<file path="src/rtl/pfb_pkg.sv">
package pfb_pkg;

    localparam int NB    = 6;
    localparam int NR    = 3;
    localparam int B_OV  = 0;
    localparam int B_UV  = 1;
    localparam int B_OC  = 2;
    localparam int B_PB  = 3;
    localparam int B_BRD = 4;
    localparam int B_FS  = 5;

    typedef logic [NB-1:0] pfb_vec_t;

    typedef enum logic [1:0] {
        BRD_UNSEEN,
        BRD_ABSENT,
        BRD_PRESENT
    } brd_state_t;

    typedef enum logic [1:0] {
        UVQ_IDLE,
        UVQ_WAIT,
        UVQ_HOLD
    } uvq_state_t;

endpackage

</file>
<file path="src/rtl/pfb_board_fsm.sv">
module pfb_board_fsm
    import pfb_pkg::*;
(
    input  logic clk,
    input  logic rst_n,
    input  logic en_pin,
    output logic ins_evt,
    output logic rem_evt,
    output logic present
);

    brd_state_t state_q;
    brd_state_t state_d;

    always_ff @(posedge clk or negedge rst_n) begin
        if (!rst_n) begin
            state_q <= BRD_UNSEEN;
        end else begin
            state_q <= state_d;
        end
    end

    always_comb begin
        state_d = state_q;
        unique case (state_q)
            BRD_UNSEEN:  state_d = en_pin ? BRD_ABSENT : BRD_PRESENT;
            BRD_ABSENT:  if (!en_pin) state_d = BRD_PRESENT;
            BRD_PRESENT: if (en_pin)  state_d = BRD_ABSENT;
            default:     state_d = BRD_UNSEEN;
        endcase
    end

    // Edge pulses are valid in the cycle before the state register moves.
    always_comb begin
        ins_evt = 1'b0;
        rem_evt = 1'b0;
        present = 1'b0;
        unique case (state_q)
            BRD_UNSEEN:  ;
            BRD_ABSENT:  ins_evt = !en_pin;
            BRD_PRESENT: begin
                present = 1'b1;
                rem_evt = en_pin;
            end
            default:     ;
        endcase
    end

endmodule

</file>
<file path="src/rtl/pfb_uvr_qual.sv">
module pfb_uvr_qual
    import pfb_pkg::*;
#(
    parameter int QUAL_CYC = 8
) (
    input  logic clk,
    input  logic rst_n,
    input  logic lvl,
    output logic clr
);

    localparam int CW = (QUAL_CYC < 2) ? 1 : $clog2(QUAL_CYC);
    localparam logic [CW-1:0] LAST = CW'(QUAL_CYC - 1);

    uvq_state_t state_q;
    uvq_state_t state_d;
    logic [CW-1:0] cnt_q;
    logic [CW-1:0] cnt_d;

    always_ff @(posedge clk or negedge rst_n) begin
        if (!rst_n) begin
            state_q <= UVQ_IDLE;
            cnt_q   <= '0;
        end else begin
            state_q <= state_d;
            cnt_q   <= cnt_d;
        end
    end

    // cnt_q holds the number of consecutive high samples seen so far.
    always_comb begin
        state_d = state_q;
        cnt_d   = cnt_q;
        unique case (state_q)
            UVQ_IDLE: begin
                if (lvl) begin
                    if (QUAL_CYC <= 1) begin
                        state_d = UVQ_HOLD;
                    end else begin
                        state_d = UVQ_WAIT;
                        cnt_d   = CW'(1);
                    end
                end
            end
            UVQ_WAIT: begin
                if (!lvl) begin
                    state_d = UVQ_IDLE;
                    cnt_d   = '0;
                end else if (cnt_q == LAST) begin
                    state_d = UVQ_HOLD;
                end else begin
                    cnt_d = cnt_q + CW'(1);
                end
            end
            UVQ_HOLD: begin
                if (!lvl) begin
                    state_d = UVQ_IDLE;
                    cnt_d   = '0;
                end
            end
            default: begin
                state_d = UVQ_IDLE;
                cnt_d   = '0;
            end
        endcase
    end

    always_comb begin
        clr = 1'b0;
        unique case (state_q)
            UVQ_HOLD: clr = 1'b1;
            default:  clr = 1'b0;
        endcase
    end

endmodule

</file>
<file path="src/rtl/pfb_latch_bit.sv">
module pfb_latch_bit (
    input  logic clk,
    input  logic rst_n,
    input  logic set_i,
    input  logic clr_i,
    output logic q
);

    // Set dominates clear.
    always_ff @(posedge clk or negedge rst_n) begin
        if (!rst_n) begin
            q <= 1'b0;
        end else if (set_i) begin
            q <= 1'b1;
        end else if (clr_i) begin
            q <= 1'b0;
        end
    end

endmodule

</file>
<file path="src/rtl/pwr_fault_bank.sv">
module pwr_fault_bank
    import pfb_pkg::*;
#(
    parameter int UVR_QUAL_CYC = 8
) (
    input  logic          clk,
    input  logic          rst_n,
    input  logic          ov_lvl,
    input  logic          uv_lvl,
    input  logic          oc_lvl,
    input  logic          pbad_lvl,
    input  logic          fshort_lvl,
    input  logic          ov_evt,
    input  logic          uv_evt,
    input  logic          oc_evt,
    input  logic          en_pin,
    input  logic          on_pin,
    input  logic          fet_on,
    input  logic          uv_rst_lvl,
    input  logic          uvlo,
    input  logic          wr_en,
    input  logic [NB-1:0] wr_data,
    input  logic [NR-1:0] retry_en,
    output logic [NB-1:0] sts_q,
    output logic [NB-1:0] flt_q,
    output logic          hold_off
);

    logic     ins_evt;
    logic     rem_evt;
    logic     brd_present;
    logic     uvr_clr;
    logic     on_prev_q;
    logic     fet_prev_q;
    logic     wipe_all;
    pfb_vec_t lvl_vec;
    pfb_vec_t set_vec;
    pfb_vec_t clr_vec;

    pfb_board_fsm u_board (
        .clk     (clk),
        .rst_n   (rst_n),
        .en_pin  (en_pin),
        .ins_evt (ins_evt),
        .rem_evt (rem_evt),
        .present (brd_present)
    );

    pfb_uvr_qual #(
        .QUAL_CYC (UVR_QUAL_CYC)
    ) u_uvq (
        .clk   (clk),
        .rst_n (rst_n),
        .lvl   (uv_rst_lvl),
        .clr   (uvr_clr)
    );

    always_comb begin
        lvl_vec        = '0;
        lvl_vec[B_OV]  = ov_lvl;
        lvl_vec[B_UV]  = uv_lvl;
        lvl_vec[B_OC]  = oc_lvl;
        lvl_vec[B_PB]  = pbad_lvl;
        lvl_vec[B_FS]  = fshort_lvl;
    end

    // The condition bits follow their levels. Bit 4 is taken from the board tracker state.
    always_ff @(posedge clk or negedge rst_n) begin
        if (!rst_n) begin
            sts_q      <= '0;
            on_prev_q  <= 1'b0;
            fet_prev_q <= 1'b0;
        end else begin
            sts_q        <= lvl_vec;
            sts_q[B_BRD] <= (ins_evt | brd_present) & ~rem_evt | (~brd_present & ~rem_evt & ~en_pin);
            on_prev_q    <= on_pin;
            fet_prev_q   <= fet_on;
        end
    end

    assign wipe_all = uvlo | uvr_clr | (on_prev_q & ~on_pin) | (fet_prev_q & ~fet_on);

    always_comb begin
        set_vec        = '0;
        set_vec[B_OV]  = ov_evt | (wr_en & wr_data[B_OV]);
        set_vec[B_UV]  = uv_evt | (wr_en & wr_data[B_UV]);
        set_vec[B_OC]  = oc_evt | (wr_en & wr_data[B_OC]);
        set_vec[B_PB]  = pbad_lvl;
        set_vec[B_BRD] = ins_evt | rem_evt;
        set_vec[B_FS]  = fshort_lvl;
        for (int i = 0; i < NB; i++) begin
            clr_vec[i] = wipe_all
                       | (ins_evt & (i < B_BRD))
                       | (wr_en & ~wr_data[i] & ((i == B_BRD) ? 1'b1 : ~sts_q[i]));
        end
    end

    for (genvar g = 0; g < NB; g++) begin : g_cell
        pfb_latch_bit u_bit (
            .clk   (clk),
            .rst_n (rst_n),
            .set_i (set_vec[g]),
            .clr_i (clr_vec[g]),
            .q     (flt_q[g])
        );
    end

    always_comb begin
        hold_off = 1'b0;
        for (int k = 0; k < NR; k++) begin
            hold_off = hold_off | (retry_en[k] ? sts_q[k] : flt_q[k]);
        end
    end

endmodule

</file>
<file path="config.mk">
export PLATFORM = sky130hd
export DESIGN_NAME = pwr_fault_bank
export DESIGN_NICKNAME = d
export VERILOG_FILES = /design/src/rtl/pfb_pkg.sv /design/src/rtl/pfb_board_fsm.sv /design/src/rtl/pfb_uvr_qual.sv /design/src/rtl/pfb_latch_bit.sv /design/src/rtl/pwr_fault_bank.sv
export SDC_FILE = /design/constraint.sdc
export NUM_CORES = 1
export LEC_CHECK = 0
export BUFFER_PORTS_ARGS = -buffer_cell sky130_fd_sc_hd__buf_4
export CORE_UTILIZATION = 42
export CTS_CLUSTER_SIZE = 12
export DETAILED_ROUTE_END_ITERATION = 10
export HOLD_SLACK_MARGIN = 0.12
export PLACE_DENSITY = 0.79
export SLEW_MARGIN = 25
export SYNTH_ARGS = -nofsm -noshare
export SYNTH_HDL_FRONTEND = slang
export SYNTH_SLANG_ARGS = --single-unit
</file>
<file path="constraint.sdc">
create_clock -name clk -period 1.42 [get_ports clk]
set_clock_uncertainty 0.05 [all_clocks]
set_input_delay 0.071 -clock clk [delete_from_list [all_inputs] [get_ports clk]]
set_output_delay 0.071 -clock clk [all_outputs]
set_load 0.1 [all_outputs]
</file>
* Word level (Yosys, flattened, before mapping)
Cells that the tools add are included.
Word-level totals: bits of input ports 25, word-level logic and storage cells 122, output and inout bits 13, flip-flop bits (word level) 21
Operators by class: reductions and logical operators 12, mux-type cells 33, bitwise gates (word level) 53, eq/ne operators 11, add/subtract/negate cells 1
Operators with widths (count):
- 1-bit AND | 19
- 1-bit 2-to-1 mux | 19
- 1-bit OR | 18
- 1-bit NOT | 16
- 2-bit 2-to-1 mux | 7
- 3-bit 2-to-1 mux | 4
- 2-bit case mux with 3 select lines | 2
- 2-bit nonzero test | 6
- 3-bit case mux with 3 select lines | 1
- 2-bit inequality test, second input constant | 4
- 3-bit AND reduction | 2
- 2-bit by 1-bit equality test with 1-bit output, second input constant | 2
- 2-bit equality test, second input constant | 2
- 2-bit logical NOT | 2
- 3-bit by 1-bit adder with 3-bit output, second input constant | 1
- 3-bit equality test, second input constant | 1
- 3-bit by 2-bit inequality test with 1-bit output, second input constant | 1
- 3-bit inequality test, second input constant | 1
- 2-bit AND reduction | 1
- 1-bit logical NOT | 1

* Logic depth before layout (Yosys ltp)
Gate-level depths: netlist (run 1).
depth after elaboration 9, gate-level depth with buffers 5

* Hierarchy
Synthesis (run 1) repeated with hierarchy kept, for this count alone.
Unflattened totals: cells, all modules 82, area total of the unflattened synthesis 968.4 sq um
By module, submodules not included:
- pwr_fault_bank | sequential area each 200.2 sq um, times used 1, cells each 30, area each 381.6 sq um
- pfb_uvr_qual | sequential area each 125.1 sq um, times used 1, cells each 27, area each 280.3 sq um
- pfb_latch_bit | sequential area each 25.0 sq um, times used 6, cells each 3, area each 36.3 sq um
- pfb_board_fsm | sequential area each 50.0 sq um, times used 1, cells each 7, area each 88.8 sq um

* Worst setup path after synthesis (run 1)
No wires, ideal clock.
path kind flip-flop to output port, from register sts_q[2], to output port hold_off, required time 1299 ps, arrival time 1867 ps, stages on the path, launching flop included 3, buffers on the path 0, path slack -568 ps, cell sequence dfrtp_1 mux2i_1 nand3_1
Between the ends: word-level cells in the longest chain between the ends 2
Ends and longest elaborated chain:
- start, declared | RTL line pwr_fault_bank.sv:24 | output logic [NB-1:0] sts_q,
- start signal, assigned | RTL line pwr_fault_bank.sv:74 | sts_q <= lvl_vec;
- start signal, assigned by index | RTL line pwr_fault_bank.sv:75 | sts_q[B_BRD] <= (ins_evt | brd_present) & ~rem_evt | (~brd_present & ~rem_evt & ~en_pin);
- 1-bit 2-to-1 mux | RTL line pwr_fault_bank.sv:111 | hold_off = hold_off | (retry_en[k] ? sts_q[k] : flt_q[k]);
- 1-bit OR | RTL line pwr_fault_bank.sv:111
- end, declared | RTL line pwr_fault_bank.sv:26 | output logic hold_off
No other way between the ends.

* Worst setup path after layout (run 1)
from register u_uvq.state_q[1], to register g_cell[2].u_bit.q
Between the ends: word-level cells in the longest chain between the ends 8
Ends and longest elaborated chain:
- start, declared | RTL line pfb_uvr_qual.sv:15 | uvq_state_t state_q;
- start signal, assigned | RTL line pfb_uvr_qual.sv:25 | state_q <= state_d;
- 2-bit equality test | RTL line pfb_uvr_qual.sv:70 | unique case (state_q)
- 1-bit 2-to-1 mux | RTL line pfb_uvr_qual.sv:70
- 1-bit OR (3 in series) | RTL line pwr_fault_bank.sv:81 | assign wipe_all = uvlo | uvr_clr | (on_prev_q & ~on_pin) | (fet_prev_q & ~fet_on);
- 1-bit OR | RTL line pwr_fault_bank.sv:93 | | (ins_evt & (i < B_BRD))
- 1-bit OR | RTL line pwr_fault_bank.sv:94 | | (wr_en & ~wr_data[i] & ((i == B_BRD) ? 1'b1 : ~sts_q[i]));
- 2-bit nonzero test (no source line)
- end signal, assigned | RTL line pfb_latch_bit.sv:12 | q <= 1'b0;
- end signal, assigned | RTL line pfb_latch_bit.sv:14 | q <= 1'b1;
- end signal, assigned | RTL line pfb_latch_bit.sv:16 | q <= 1'b0;
- end, declared | RTL line pfb_latch_bit.sv:6 | output logic q
No other way between the ends. A chain may end at the register's enable or synchronous reset.

==> impl_metrics.toml, run 1 <==
[run_status]
violations = "negative setup slack"
status = "finished with violations"

[clocking]
numClockSinks = 21
cts_root_buf = "clkbuf_4"
clock_latency_ns = 0.30
cts_made_buffers = 3
cts_max_level = 1
clk_path_buf_depth = 2
clkTransAtPathRegs_ns = 0.12
cts_tree = "done"

[die]
ioPinCount = 38
num_rows = 16
fp.dieArea_um2 = 2430
die_h_um = 49.3
die_w_um = 49.3
start_util = 0.461
core_um2 = 2040

[timing]
period_needed_ns = 1.49
hold_slack_ns = 0.130
rsz0062_at_grt = "yes"
worstMarginPinSlew_ns = 0.414
worst_slack_ns = -0.0715
finalHoldViolCount = 0
slew_viol_final = 0
fin_tns_setup_ns = -0.183
min_period_over_period = 1.05
fmax_mhz = 670
final-setup-viol-count = 4
relSlewSlack = 0.721

[critical_path]
critPathArrivalTime_ns = 1.65
critical_path_class = "reg2reg"
cpPeakStageDelay_ns = 0.59
worstPathRequired_ns = 1.58
crit_fanout = 5
start_kind = "register"
cpLargestDelayFamily = "simple AND/OR/NAND/NOR gates"
cp_slowest_cell = "or4_4"
crit_buf_inv = 0
path_cells = "nor2b_4, or4_4, o31ai_2"
worstSetupEndpointType = "register"

[yosys]
ys_ff_latch = 21
synthArstFlopShare = 1.00
synth_xor_area_frac = 0.00931
syn_inst = 83
synth_compound_gate_area_share = 0.153
synth_mux_area_frac = 0.0559
syn_nets = 110
synth-edff-count = 0
syn_area_um2 = 941
synthSimpleGateAreaFrac = 0.133
ys_warn_count = 0
synthAdderAreaFrac = 0.0266
yosysSeqAreaShare = 0.559
synth_cell_types = 29
synth_flop_cell = "dfrtp_1"
synth_top_family_by_area = "compound AO/OA/AOI/OAI gates"
avgSynthCellArea_um2 = 11.3

[place]
dp_hpwl_mm = 1.56
routabilityCongestion = 0.705
port_buffers = 37

[grt]
grt_pass1_vias = 870
antenna_found_initial = 0
grt_use_total = 0.217
grt_overflow = 0
grt_pass1_wl_mm = 3.85
grt_start_max_net_pins = 22

[drt]
avgRoutedWirePerCell_um = 15.5
drc = 0
via_per_inst = 5.02
drt_iter0_drc = 7
totalWireLength_mm = 2.67
num_vias = 864
drt_first_pass_iters = 3
drtAntennaViolNets = 0

[cells_and_area]
seq_area_um2 = 531
utilization = 0.769
nets = 173
synthToLayoutAreaGrowth_pct = 66.9
n_fill_cell = 128
n_antenna_cell = 0
multi_input_area_um2 = 425
drive_gt1_frac = 0.469

[power_and_ir_drop]
power_mw = 1.45
p_per_area_nw_per_um2 = 924
total_leakage_power_nw = 0.727
max-vdd-ir-drop_uv = 569

[worst_hold_path]
hold_path_class = "in2async"

[run]
max_cap_viol_count = 0
-- what timing repair did --
action,4_1_cts,5_1_grt
buffers inserted,2,2
hold buffers,20,0
endpoints found under the setup margin,6,9
endpoints found under the hold margin,42,0
pin swaps,0,3
gates resized for setup,2,13
-- kinds of logic after synthesis --
logic type | after synthesis
AO/OA/AOI/OAI | 23
XOR/XNOR | 1
adder cells (fa/ha/maj) | 2
buffers and inverters | 10
flip-flops | 21
multiplexers | 5
AND/OR/NAND/NOR | 21
-- synth_stat cells (3+ instances only) --
| cell | n | area, um^2 |
|---|---|---|
| dfrtp_1 | 21 | 526 |
| o21ai_0 | 8 | 40.0 |
| buf_4 | 6 | 45.0 |
| a21oi_1 | 5 | 25.0 |
| nor2_1 | 4 | 15.0 |
| o31ai_1 | 4 | 30.0 |
| inv_1 | 3 | 11.3 |
| mux2i_1 | 3 | 30.0 |
| nand2_1 | 3 | 11.3 |
| nand3_1 | 3 | 15.0 |
-- per-layer routing --
metal | track usage | share of wire | vias up
li1 | - | - | 413
met4 | 0.157 | 0.038 | 0
met1 | 0.246 | 0.41 | 411
met2 | 0.374 | 0.53 | 30
met5 | 0 | 0 | -
met3 | 0.0249 | 0.027 | 10
-- cell type report --
type	count	share of cell area
clock inverters	1	0.00319
repair buffers	65	0.345
flip-flops and latches	21	0.338
well taps	27	0.0215
inverters	3	0.00717
clock buffers	3	0.0143
multi-input cells	52	0.271
-- power by group --
group / internal (mW) / total (mW) / switching, mW
registers: 0.640 / 0.671 / 0.0309
clock network: 0.105 / 0.282 / 0.178
logic: 0.195 / 0.498 / 0.303
-- state kept, by name, indices dropped and copies added (netlist names) --
register	cells
on_prev_q	1
u_uvq.cnt_q	3
u_board.state_q	2
sts_q	6
u_uvq.state_q	2
g_cell.u_bit.q	6
fet_prev_q	1
-- path summary, 6_finish.rpt --
check	end	slack, ns	startpoint	depth (start not counted)
min in group clk	g_cell[1].u_bit.q$_DFFE_PN0P_	0.22	wr_en	4
worst max-delay path	g_cell[2].u_bit.q$_DFFE_PN0P_	-0.07	u_uvq.state_q[1]$_DFFE_PN0P_	3
max in group asynchronous	sts_q[2]$_DFF_PN0_	0.96	rst_n	2
worst min register to register	u_board.state_q[0]$_DFFE_PN0P_	0.46	u_board.state_q[0]$_DFFE_PN0P_	1
worst max register to register	g_cell[2].u_bit.q$_DFFE_PN0P_	-0.07	u_uvq.state_q[1]$_DFFE_PN0P_	3
worst min-delay path	g_cell[4].u_bit.q$_DFFE_PN0P_	0.13	rst_n	2
-- through the flow --
| step | setup slack [ns] | instances | instance area (um^2) |
|---|---|---|---|
| floorplan | -0.00900 | 83 | 956 |
| finish | -0.0715 | 172 | 1570 |
| CTS | -0.0367 | 170 | 1500 |
| global route | -0.103 | 172 | 1570 |
| global placement | 0.0366 | 144 | 1250 |
| detailed placement | -0.0309 | 144 | 1250 |
-- cells in the final DEF (no fill, tap or decap), types with 2 or more instances in the layout --
master,synthesis,final
a21oi_1,5,5
and2b_1,2,2
buf_4,6,44
clkbuf_4,0,3
dfrtp_1,21,17
dfrtp_2,0,4
dlygate4sd3_1,0,20
inv_1,3,3
mux2_4,0,2
mux2i_1,3,2
nand2_1,3,3
nand3_2,0,3
nor2_1,4,4
nor2b_1,2,2
o21ai_0,8,6
o21ai_1,0,2
o31ai_2,0,2
Note: power is estimated with default switching activity, not from simulation.
==> inputs of run 2 (changes only) <==
--- a/config.mk
+++ b/config.mk
@@ -5,12 +5,12 @@
 export SDC_FILE = /design/constraint.sdc
 export NUM_CORES = 1
 export LEC_CHECK = 0
+export ABC_AREA = 1
 export BUFFER_PORTS_ARGS = -buffer_cell sky130_fd_sc_hd__buf_4
 export CORE_UTILIZATION = 42
-export CTS_CLUSTER_SIZE = 12
 export DETAILED_ROUTE_END_ITERATION = 10
 export HOLD_SLACK_MARGIN = 0.12
-export PLACE_DENSITY = 0.79
+export PLACE_DENSITY = 0.78
 export SLEW_MARGIN = 25
 export SYNTH_ARGS = -nofsm -noshare
 export SYNTH_HDL_FRONTEND = slang
==> impl_metrics.toml, run 2 <==
[yosys]
synthMostInstantiatedCell = "nand2_1"
synth_cell_types = 19
syn_inst = 117
syn_nets = 144
syn_area_um2 = 1000
ys_warn_count = 0
synth_flop_cell = "dfrtp_1"
synth_top_cell_by_area = "dfrtp_1"
synthArstFlopShare = 1.00
synth-edff-count = 0
yosysSeqAreaShare = 0.524
netlist_top_cells_count = "nand2_1, dfrtp_1, inv_1"
avgSynthCellArea_um2 = 8.57
ys_ff_latch = 21
synthTopCellsByArea = "dfrtp_1, nand2_1, inv_1"
synth.top_cell.area_share = 0.524

[grt]
grt_start_max_net_pins = 22
grt_overflow = 0
grt_pass1_vias = 938
grt_use_total = 0.197
grt_pass1_wl_mm = 3.83
antenna_found_initial = 0

[worst_hold_path]
hold_path_class = "in2async"

[critical_path]
cp_common_cell = "dlygate4sd3_1"
critPathArrivalTime_ns = 1.52
cpPeakStageDelay_ns = 0.57
worstSetupEndpointType = "register"
critical_path_class = "in2reg"
start_kind = "input pin"
worstPathRequired_ns = 1.56
cp_slowest_cell = "dlygate4sd3_1"
path_cells = "dlygate4sd3_1, buf_6, a21oi_2, dlygate4sd3_1, nand2_1"
crit_fanout = 9

[cells_and_area]
n_antenna_cell = 0
synthToLayoutAreaGrowth_pct = 59.1
multi_input_area_um2 = 387
reg_top3 = "g_cell.u_bit.q x6, sts_q x6, u_uvq.cnt_q x3"
nets = 204
n_fill_cell = 142
drive_gt1_frac = 0.352
layout_common_cells = "buf_4, nand2_1, dlygate4sd3_1, dfrtp_1, inv_1"
final_common_cell = "buf_4"
seq_area_um2 = 529
stdcell_area_um2 = 1590

[drt]
drt_iter0_drc = 3
totalWireLength_mm = 2.37
drc = 0
avgRoutedWirePerCell_um = 11.6
num_vias = 937
via_per_inst = 4.59
drtAntennaViolNets = 0
drt_first_pass_iters = 4

[power_and_ir_drop]
p_per_area_nw_per_um2 = 876
combPwrFrac = 0.329
max-vdd-ir-drop_uv = 521
clkPwrFrac = 0.197
power_mw = 1.40
power.switching_uw = 489
total_leakage_power_nw = 0.849
switching_share = 0.350
p_seq_frac = 0.474
p_int_uw = 907

[timing]
relSlewSlack = 0.812
final-setup-viol-count = 0
finalHoldViolCount = 0
slew_viol_final = 0
fin_tns_setup_ns = 0
min_period_over_period = 0.967
hold_slack_ns = 0.140
fmax_mhz = 729
worstMarginPinSlew_ns = 0.284
worst_slack_ns = 0.0475
period_needed_ns = 1.37

[run_status]
status = "complete, no violations"

[place]
place_area_um2 = 1280
dp_slack_ns = 0.0595
dp_hpwl_mm = 1.53
routabilityCongestion = 0.890
port_buffers = 37

[die]
fp.dieArea_um2 = 2590
ioPinCount = 38
die_h_um = 50.9
num_rows = 17
die_w_um = 50.9
start_util = 0.449
core_um2 = 2230

[clocking]
clk_path_buf_depth = 2
numClockSinks = 21
cts_root_buf = "clkbuf_4"
clkTransAtPathRegs_ns = 0.11
clock_latency_ns = 0.29
cts_made_buffers = 3
cts_max_level = 1
cts_tree = "done"

[run]
max_cap_viol_count = 0
==> run 2: cell types whose count changed in the layout (fill, tap and decap cells not counted), sizes merged, moves of 4 or more <==
cell | before | now
inv | 3 | 21
o21ai | 8 | 2
o31ai | 4 | 0
nand3 | 3 | 12
nand2 | 3 | 31
buf | 45 | 40
==> run 2: cells by family after synthesis <==
| group | after synthesis | share of synthesized area |
|---|---|---|
| AOI/OAI and AO/OA | 11 | 0.0599 |
| adders and majority gates | 2 | 0.0250 |
| DFF | 21 | 0.524 |
| buffers and inverters | 28 | 0.129 |
| and+or+nand+nor | 55 | 0.262 |
==> run 2: final timing paths <==
| kind | startpoint | endpoint | slack [ns] | cells after the start |
|---|---|---|---|---|
| max | wr_en | g_cell[1].u_bit.q$_DFFE_PN0P_ | 0.05 | 5 |
| min | rst_n | g_cell[0].u_bit.q$_DFFE_PN0P_ | 0.14 | 2 |
| max reg2reg | u_uvq.cnt_q[0]$_DFFE_PN0P_ | u_uvq.cnt_q[2]$_DFFE_PN0P_ | 0.09 | 6 |
| min reg2reg | u_board.state_q[1]$_DFFE_PN0P_ | u_board.state_q[1]$_DFFE_PN0P_ | 0.43 | 1 |
| max in group asynchronous | rst_n | sts_q[2]$_DFF_PN0_ | 0.95 | 2 |
| min in group clk | uv_lvl | sts_q[1]$_DFF_PN0_ | 0.38 | 2 |
==> run 2: power by group through the flow <==
stage / clock (mW) / sequential, mW / combinational [mW]
3_5_place_dp: 0 / 0.671 / 0.386
3_3_place_gp: 0 / 0.668 / 0.382
5_1_grt: 0.311 / 0.666 / 0.489
6_report: 0.275 / 0.662 / 0.459
2_1_floorplan: 0 / 0.730 / 0.222
4_1_cts: 0.295 / 0.659 / 0.439
==> run 2: stage by stage <==
stage	std cells	util
final	204	0.714
after global routing	204	0.714
after CTS	201	0.688
after detailed placement	175	0.574
after global placement	175	0.574
after floorplan	117	-
==> run 2: area by class of cell <==
type	count	share of cell area
repair buffers	62	0.337
flip-flops and latches	21	0.332
multi-input cells	68	0.243
inverters	21	0.0495
well taps	28	0.0220
clock buffers	3	0.0141
clock inverters	1	0.00314
==> run 2: layer usage <==
metal  up-vias  share of wire  global-route usage
met4         0              0              0.0417
met2        30           0.52               0.376
met1       431           0.42               0.225
met5         -              0                   0
met3         0          0.062              0.0387
li1        476              -                   -
==> run 2: worst max-delay path: cells and delay by family <==
kind	cells	cell delay [ns]
buffers and inverters	3	1.28
AO/OA/AOI/OAI	1	0.11
AND/OR/NAND/NOR	1	0.05
==> run 2: what timing repair did <==
item | in CTS | in global routing
setup buffers | 0 | 3
hold buffers | 22 | 0
resized for setup | 4 | 10
endpoints found under the setup margin | 1 | 6
pin swaps | 0 | 3
hold endpoints to repair | 40 | 0
==> inputs of run 3 (changes only) <==
--- a/config.mk
+++ b/config.mk
@@ -7,10 +7,10 @@
 export LEC_CHECK = 0
 export ABC_AREA = 1
 export BUFFER_PORTS_ARGS = -buffer_cell sky130_fd_sc_hd__buf_4
-export CORE_UTILIZATION = 42
+export CORE_UTILIZATION = 45
 export DETAILED_ROUTE_END_ITERATION = 10
 export HOLD_SLACK_MARGIN = 0.12
-export PLACE_DENSITY = 0.78
+export PLACE_DENSITY = 0.79
 export SLEW_MARGIN = 25
 export SYNTH_ARGS = -nofsm -noshare
 export SYNTH_HDL_FRONTEND = slang
==> constraint.sdc (replaced) <==
create_clock -name clk -period 1.78 [get_ports clk]
set_clock_uncertainty 0.05 [all_clocks]
set_input_delay 0.089 -clock clk [delete_from_list [all_inputs] [get_ports clk]]
set_output_delay 0.089 -clock clk [all_outputs]
set_load 0.1 [all_outputs]
==> impl_metrics.toml, run 3 (synthesis results as in run 2) <==
[drt]
drc = 0
num_vias = 977
drt_iter0_drc = 25
avgRoutedWirePerCell_um = 12.8
drt_first_pass_iters = 6
drtAntennaViolNets = 0
via_per_inst = 4.89
totalWireLength_mm = 2.56

[critical_path]
critical_path_class = "reg2reg"
cp_common_cell = "nand2_1"
worstSetupEndpointType = "register"
cp_slowest_cell = "dlygate4sd3_1"
timing.rr.start = "u_uvq.state_q[0]$_DFFE_PN0P_"
crit_buf_inv = 2
cpPeakStageDelay_ns = 0.58
start_kind = "register"
cpLargestDelayFamily = "buffers and inverters"
crit_fanout = 6
crit_start = "u_uvq.state_q[0]$_DFFE_PN0P_"
critPathArrivalTime_ns = 1.87
worstPathRequired_ns = 1.98
path_cells = "inv_2, nand2_1, nand2_2, nor2_4, nand3_1, dlygate4sd3_1, nand2_1"

[clocking]
cts_max_level = 1
cts_setup_buffers = 0
hold_buffers = 22
cts_root_buf = "clkbuf_4"
clk_path_buf_depth = 2
numClockSinks = 21
cts_tree = "done"
cts_resized = 0
cts_made_buffers = 3
clkTransAtPathRegs_ns = 0.11
clock_latency_ns = 0.30

[timing]
finalHoldViolCount = 0
final-setup-viol-count = 0
worst_slack_ns = 0.111
worstMarginPinSlew_ns = 0.282
period_needed_ns = 1.67
fmax_mhz = 599
min_period_over_period = 0.938
relSlewSlack = 0.810
hold_slack_ns = 0.151
slew_viol_final = 0
rsz0062_at_grt = "no"
fin_tns_setup_ns = 0

[cells_and_area]
synthToLayoutAreaGrowth_pct = 51.2
seq_area_um2 = 526
drive_gt1_frac = 0.283
multi_input_area_um2 = 353
final_common_cell = "buf_4"
stdcell_area_um2 = 1520
reg_top3 = "g_cell.u_bit.q x6, sts_q x6, u_uvq.cnt_q x3"
layout_common_cells = "buf_4, nand2_1, dlygate4sd3_1, dfrtp_1, inv_1"
n_fill_cell = 134
nets = 201
n_antenna_cell = 0

[die]
start_util = 0.496
core_um2 = 2020
fp.dieArea_um2 = 2420
ioPinCount = 38
die_h_um = 49.2
num_rows = 16
die_w_um = 49.2

[place]
routabilityCongestion = 0.803
port_buffers = 37
place_area_um2 = 1270
dp_slack_ns = 0.420
dp_hpwl_mm = 1.45

[power_and_ir_drop]
total_leakage_power_nw = 0.820
max-vdd-ir-drop_uv = 397
power_mw = 1.11
combPwrFrac = 0.318
p_seq_frac = 0.476
power.switching_uw = 391
switching_share = 0.354
p_int_uw = 715
p_per_area_nw_per_um2 = 730
clkPwrFrac = 0.206

[grt]
grt_start_max_net_pins = 22
top_usage_layer = "met2"
gr-usage-met1 = 0.253
grt_pass1_wl_mm = 4.23
antenna_found_initial = 0
grt_pass1_vias = 1012
grt_use_total = 0.232
grt_overflow = 0
grt_use_met3 = 0.0592
met2_usage = 0.411

[run_status]
status = "complete, no violations"

[run]
max_cap_viol_count = 0

[worst_hold_path]
hold_path_class = "in2async"
-- run 3: metrics by stage --
stage,instances,utilization
floorplan,117,-
global placement,174,0.627
detailed placement,174,0.627
CTS,200,0.749
global route,200,0.749
finish,200,0.749
-- run 3: worst paths after layout --
| check | to | slack (ns) | depth (start not counted) |
|---|---|---|---|
| max | g_cell[3].u_bit.q$_DFFE_PN0P_ | 0.11 | 7 |
| max in group asynchronous | on_prev_q$_DFF_PN0_ | 1.31 | 2 |
| min | fet_prev_q$_DFF_PN0_ | 0.15 | 2 |
| min in group clk | sts_q[1]$_DFF_PN0_ | 0.39 | 2 |
| max reg2reg | g_cell[3].u_bit.q$_DFFE_PN0P_ | 0.11 | 7 |
| min reg2reg | u_board.state_q[0]$_DFFE_PN0P_ | 0.44 | 1 |
-- run 3: power by group through the flow --
stage	logic, mW	registers, mW	clock network (mW)
CTS	0.346	0.524	0.237
detailed placement	0.306	0.534	0
finish	0.351	0.527	0.228
floorplan	0.175	0.582	0
global route	0.372	0.530	0.259
global placement	0.302	0.532	0
-- run 3: cell type report --
type                            instances  area share
Clock buffer                            4      0.0173
Inverter                               21      0.0520
Sequential cell                        21       0.347
Tap cell                               27      0.0223
Timing Repair Buffer                   59       0.329
Multi-Input combinational cell         68       0.233
-- run 3: metal layers --
layer | up-vias | part of all wire
li1 | 470 | -
met1 | 451 | 0.40
met2 | 50 | 0.51
met3 | 6 | 0.073
met4 | 0 | 0.016
met5 | - | 0
